### config.mk
export PLATFORM = sky130hd
export DESIGN_NAME = interp_stage_buf
export DESIGN_NICKNAME = d
export VERILOG_FILES = /design/src/rtl/isb_pkg.sv /design/src/rtl/isb_ctrl.sv /design/src/rtl/isb_slots.sv /design/src/rtl/isb_rd_mux.sv /design/src/rtl/interp_stage_buf.sv
export SDC_FILE = /design/constraint.sdc
export NUM_CORES = 1
export LEC_CHECK = 0
export BUFFER_PORTS_ARGS = -buffer_cell sky130_fd_sc_hd__buf_4
export CORE_MARGIN = 2
export CORE_UTILIZATION = 35
export DETAILED_ROUTE_END_ITERATION = 16
export PLACE_DENSITY = 0.61
export SLEW_MARGIN = 10
export SYNTH_ARGS = -nofsm -noshare
export SYNTH_HDL_FRONTEND = slang
export SYNTH_HIERARCHICAL = 1
export SYNTH_SLANG_ARGS = --single-unit
### constraint.sdc
create_clock -name clk -period 1.6 [get_ports clk]
set_input_delay 0.16 -clock clk [delete_from_list [all_inputs] [get_ports clk]]
set_output_delay 0.16 -clock clk [all_outputs]
set_load 0.03 [all_outputs]
### src/rtl/isb_pkg.sv
package isb_pkg;
  localparam int NUM_SLOTS  = 4;
  localparam int SLOT_FIRST = 0;
  localparam int SLOT_LAST  = NUM_SLOTS - 1;
  localparam int IDX_W      = $clog2(NUM_SLOTS);

  typedef enum logic [2:0] {
    ST_IDLE,
    ST_LOAD_A,
    ST_LOAD_B,
    ST_WAIT_INTERP,
    ST_LOAD_MID1,
    ST_LOAD_MID2,
    ST_PRESENT,
    ST_WAIT_ACK
  } isb_state_e;
endpackage

### src/rtl/isb_ctrl.sv
module isb_ctrl
  import isb_pkg::*;
(
  input  logic             clk,
  input  logic             rst_n,
  input  logic             s_valid,
  input  logic             pair_ready,
  input  logic             mid_valid,
  input  logic             m_ready,
  input  logic             flt_ack,
  output logic             s_ready,
  output logic             pair_valid,
  output logic             mid_ready,
  output logic             m_valid,
  output logic             m_last,
  output logic [NUM_SLOTS-1:0] ld_en,
  output logic             recycle,
  output logic [IDX_W-1:0] rd_idx,
  output logic             ovf
);
  localparam logic [IDX_W-1:0] LAST_IDX = IDX_W'(SLOT_LAST);

  isb_state_e       state_q, state_d;
  logic [IDX_W-1:0] rd_idx_q;
  logic             ovf_q;
  logic             draining;

  always_comb begin
    state_d    = state_q;
    ld_en      = '0;
    recycle    = 1'b0;
    s_ready    = 1'b0;
    pair_valid = 1'b0;
    mid_ready  = 1'b0;
    m_valid    = 1'b0;
    case (state_q)
      ST_IDLE: state_d = ST_LOAD_A;
      ST_LOAD_A: begin
        s_ready = 1'b1;
        if (s_valid) begin
          ld_en[SLOT_FIRST] = 1'b1;
          state_d = ST_LOAD_B;
        end
      end
      ST_LOAD_B: begin
        s_ready = 1'b1;
        if (s_valid) begin
          ld_en[SLOT_LAST] = 1'b1;
          state_d = ST_WAIT_INTERP;
        end
      end
      ST_WAIT_INTERP: begin
        pair_valid = 1'b1;
        if (pair_ready) state_d = ST_LOAD_MID1;
      end
      ST_LOAD_MID1: begin
        mid_ready = 1'b1;
        if (mid_valid) begin
          ld_en[SLOT_FIRST+1] = 1'b1;
          state_d = ST_LOAD_MID2;
        end
      end
      ST_LOAD_MID2: begin
        mid_ready = 1'b1;
        if (mid_valid) begin
          ld_en[SLOT_LAST-1] = 1'b1;
          state_d = ST_PRESENT;
        end
      end
      ST_PRESENT: begin
        m_valid = 1'b1;
        if (m_ready && (rd_idx_q == LAST_IDX)) state_d = ST_WAIT_ACK;
      end
      ST_WAIT_ACK: begin
        if (flt_ack) begin
          recycle = 1'b1;
          state_d = ST_LOAD_B;
        end
      end
      default: state_d = ST_IDLE;
    endcase
  end

  assign draining = (state_q == ST_PRESENT) || (state_q == ST_WAIT_ACK);

  always_ff @(posedge clk or negedge rst_n) begin
    if (!rst_n) begin
      state_q  <= ST_IDLE;
      rd_idx_q <= '0;
      ovf_q    <= 1'b0;
    end else begin
      state_q <= state_d;
      ovf_q   <= s_valid && draining;
      if ((state_q == ST_PRESENT) && m_ready) begin
        rd_idx_q <= (rd_idx_q == LAST_IDX) ? '0 : rd_idx_q + 1'b1;
      end
    end
  end

  assign rd_idx = rd_idx_q;
  assign m_last = (state_q == ST_PRESENT) && (rd_idx_q == LAST_IDX);
  assign ovf    = ovf_q;
endmodule

### src/rtl/isb_slots.sv
module isb_slots
  import isb_pkg::*;
#(
  parameter int DATA_W = 16
) (
  input  logic                              clk,
  input  logic                              rst_n,
  input  logic [NUM_SLOTS-1:0]              ld_en,
  input  logic                              recycle,
  input  logic [DATA_W-1:0]                 in_data,
  input  logic [DATA_W-1:0]                 mid_data,
  output logic [NUM_SLOTS-1:0][DATA_W-1:0]  slot_q
);
  for (genvar i = 0; i < NUM_SLOTS; i++) begin : g_slot
    localparam bit IS_OUTER = (i == SLOT_FIRST) || (i == SLOT_LAST);
    logic [DATA_W-1:0] src;
    logic [DATA_W-1:0] keep;

    if (IS_OUTER) begin : g_outer
      assign src = in_data;
    end else begin : g_inner
      assign src = mid_data;
    end

    if (i == SLOT_FIRST) begin : g_reuse
      assign keep = slot_q[SLOT_LAST];
    end else begin : g_clear
      assign keep = '0;
    end

    always_ff @(posedge clk or negedge rst_n) begin
      if (!rst_n) begin
        slot_q[i] <= '0;
      end else if (recycle) begin
        slot_q[i] <= keep;
      end else if (ld_en[i]) begin
        slot_q[i] <= src;
      end
    end
  end
endmodule

### src/rtl/isb_rd_mux.sv
module isb_rd_mux
  import isb_pkg::*;
#(
  parameter int DATA_W = 16
) (
  input  logic [NUM_SLOTS-1:0][DATA_W-1:0] slot_q,
  input  logic [IDX_W-1:0]                 rd_idx,
  output logic [DATA_W-1:0]                rd_data
);
  always_comb begin
    rd_data = '0;
    for (int i = 0; i < NUM_SLOTS; i++) begin
      if (rd_idx == IDX_W'(i)) rd_data = slot_q[i];
    end
  end
endmodule

### src/rtl/interp_stage_buf.sv
module interp_stage_buf
  import isb_pkg::*;
#(
  parameter int DATA_W = 16
) (
  input  logic              clk,
  input  logic              rst_n,
  input  logic              s_valid,
  output logic              s_ready,
  input  logic [DATA_W-1:0] s_data,
  output logic              pair_valid,
  input  logic              pair_ready,
  output logic [DATA_W-1:0] pair_a,
  output logic [DATA_W-1:0] pair_b,
  input  logic              mid_valid,
  output logic              mid_ready,
  input  logic [DATA_W-1:0] mid_data,
  output logic              m_valid,
  input  logic              m_ready,
  output logic [DATA_W-1:0] m_data,
  output logic              m_last,
  input  logic              flt_ack,
  output logic              ovf
);
  logic [NUM_SLOTS-1:0]             ld_en;
  logic                             recycle;
  logic [IDX_W-1:0]                 rd_idx;
  logic [NUM_SLOTS-1:0][DATA_W-1:0] slot_q;

  isb_ctrl u_ctrl (
    .clk(clk), .rst_n(rst_n),
    .s_valid(s_valid), .pair_ready(pair_ready), .mid_valid(mid_valid),
    .m_ready(m_ready), .flt_ack(flt_ack),
    .s_ready(s_ready), .pair_valid(pair_valid), .mid_ready(mid_ready),
    .m_valid(m_valid), .m_last(m_last),
    .ld_en(ld_en), .recycle(recycle), .rd_idx(rd_idx), .ovf(ovf)
  );

  isb_slots #(.DATA_W(DATA_W)) u_slots (
    .clk(clk), .rst_n(rst_n),
    .ld_en(ld_en), .recycle(recycle),
    .in_data(s_data), .mid_data(mid_data),
    .slot_q(slot_q)
  );

  isb_rd_mux #(.DATA_W(DATA_W)) u_mux (
    .slot_q(slot_q), .rd_idx(rd_idx), .rd_data(m_data)
  );

  assign pair_a = slot_q[SLOT_FIRST];
  assign pair_b = slot_q[SLOT_LAST];
endmodule

==> impl_metrics.ini <==
[placed_design]
placed_area_um2 = 4410
preCtsSetupSlack_ps = 49.1
gp_congestion = 0.754
dp_hpwl_um = 5940
io_buffers = 92

[worst_setup_path]
reg2reg_from = u_ctrl/state_q[1]
start_kind = flip-flop
cp_max_fo = 7
r2r_end = u_slots/slot_q[7]
critical_path.startpoint = u_ctrl/rd_idx[0]
cp.required_ps = 1440
path_class = flip-flop to primary output
reg2reg_depth = 6
worstPathArrival_ps = 1610
r2r_setup_slack_ps = 30
critPathCaptureType = primary output

[final_layout]
nets = 437
fin_util_pct = 49.4
n_fill_cell = 870
area_growth_pct = 36.4
fin_area_um2 = 4830
layout-drive-gt1-share_pct = 41.5
antenna_cells = 0

[sta]
period_minus_slack_ps = 1770
maxSlewHeadroom_pct = 77.3
hold_slack_ps = 70.6
rsz0062_at_grt = yes
setup_viol = 17
fin_ws_ps = -174
drv_slew = 0
finalHoldViolations = 0
fin_setup_tns_ps = -2590
min_period_over_period_pct = 111
fin_skew_ps = 8.96
max_freq_mhz = 564
worst_pin_slew_ps = 340

[grt]
grtUsageTotal_pct = 17.2
grt-ovfl-total = 0
grt_first_pass_wirelength_um = 14600
grt_pass1_vias = 2677
antenna_found_initial = 0
grt_max_degree = 48

[floorplan]
boundaryPins = 93
rows = 36
fp.dieW_um = 105
die_h_um = 105
coreArea_um2 = 9770
fp.dieArea_um2 = 10900
start_util_pct = 36.2

[clock_tree]
cts_tree = done
cts_made_buffers = 9
numClockSinks = 70
cts_max_level = 3
cts-root-buf = clkbuf_8
clk_pin_slew_ps = 80
clockBufferDepth = 2
clk_latency_ps = 340

[route]
drtPass1Iterations = 4
vias = 2620
wl_per_cell_um = 16.9
drtIter0Drc = 154
drt-total-wl_um = 9030
drc = 0
postRouteAntennaNets = 0
via_per_inst = 4.90

[run]
max_cap_violations = 0

[logic_synthesis]
synth_area_leader_cell = dfrtp_1
yosysTopAreaCellShare_pct = 49.5
synth_warnings = 6
ys_ff_latch = 70
mappedNetlistArea_um2 = 3540
yosys-top-cells-area = dfrtp_1 50%, mux2i_1 18%, mux4_2 6.4%, nor2_1 5.7%, mux4_1 4.5%
synth.top_cells.by_count = 70 x dfrtp_1, 64 x mux2i_1, 54 x nor2_1
postSynthNetCount = 330
synth.distinct_cells = 31
syn_area_per_cell_um2 = 12.2
ys_seq_area_share_pct = 49.5
async_flop_share_pct = 100
ys.flop_type = dfrtp_1
syn_inst = 290
synth_edf_count = 0
yosysMostFrequentCell = dfrtp_1

[min_path]
hold_start = mid_data[5]
hold_path_end = u_slots/slot_q[37]
min_path_type = input port to flip-flop
whs_path_depth = 3

[run_status]
violations = negative setup slack
status = complete, but fails checks

[power]
power-per-cell-area_nw_per_um2 = 2240
power.leakage_nw = 2.19
max-vdd-ir-drop_uv = 992
sequential cells by signal, indices dropped and copies added (netlist names):
register	cells
u_ctrl/rd_idx	2
u_slots/g_slot.keep	16
u_slots/slot_q	48
u_ctrl/ovf	1
u_ctrl/state_q	3
report_power, final:
| group | switching, mW | total, mW | internal, mW | leakage (nW) |
|---|---|---|---|---|
| registers | 0.639 | 3.18 | 2.54 | 0.914 |
| clock network | 0.690 | 1.57 | 0.876 | 0.106 |
| logic | 3.23 | 6.04 | 2.81 | 1.17 |
| total | 4.56 | 10.8 | 6.23 | 2.19 |
worst max-delay path by stage:
stage	to	slack, ps	depth (start not counted)
floorplan	u_slots/slot_q[32]	6	7
global placement	u_slots/slot_q[15]	50	4
detailed placement	u_slots/slot_q[8]	50	4
CTS	m_data[5]	-270	4
global route	m_data[7]	-230	3
finish	m_data[2]	-170	3
layer usage:
layer / global-route usage, % / part of all wire, %
met1: 24.3 / 47
met2: 26.1 / 46
met3: 3.93 / 5.9
met4: 5.89 / 1.6
met5: 0 / 0
through the flow:
stage / total power [mW] / cells
floorplan: 6.76 / 290
CTS: 10.9 / 532
global route: 11.4 / 535
global placement: 8.56 / 507
detailed placement: 8.64 / 507
finish: 10.8 / 535
cell families (layout without fill, tap and decap cells):
kind of cell             after synthesis  count (layout)  synth area share (%)
XOR/XNOR                               1               1                 0.248
buffers and inverters                 26             138                  6.23
flip-flops                            70              70                  49.5
AO/OA/AOI/OAI                         24              24                  3.61
multiplexers                          83              83                  30.1
AND/OR/NAND/NOR                       85              85                  9.94
adder cells (fa/ha/maj)                1               1                 0.354
layout by cell type (no fill, tap or decap), types with 3 or more instances in the layout:
master	instances
a21oi_1	3
dfrtp_2	4
buf_6	22
mux4_2	16
mux2i_1	64
clkbuf_8	9
buf_12	7
buf_4	89
o21ai_0	9
o21ai_1	10
nand2_1	20
nor2_1	52
dfrtp_1	66
final cells by class:
class	count	area, µm²	share of cell area [%]
clock buffer	10	128	2.64
clock inverter	6	86.3	1.79
inverter	2	7.51	0.156
multi-input combinational	194	1600	33.2
sequential	70	1760	36.4
tap	133	166	3.45
timing repair buffer	120	1080	22.4
worst max-delay path, stage by stage (launching register included):
cell	delay, ps
dfrtp_2	440
buf_12	160
mux4_2	520
buf_6	160
repair_timing:
item | in CTS | in global routing
endpoints found under the hold margin | 47 | 0
endpoints found under the setup margin | 20 | 35
setup buffers | 8 | 3
hold buffers | 1 | 0
gates resized for setup | 32 | 8
gates cloned | 1 | 1
pin swaps | 0 | 1
No activity file was read; power rests on OpenSTA's default activity.
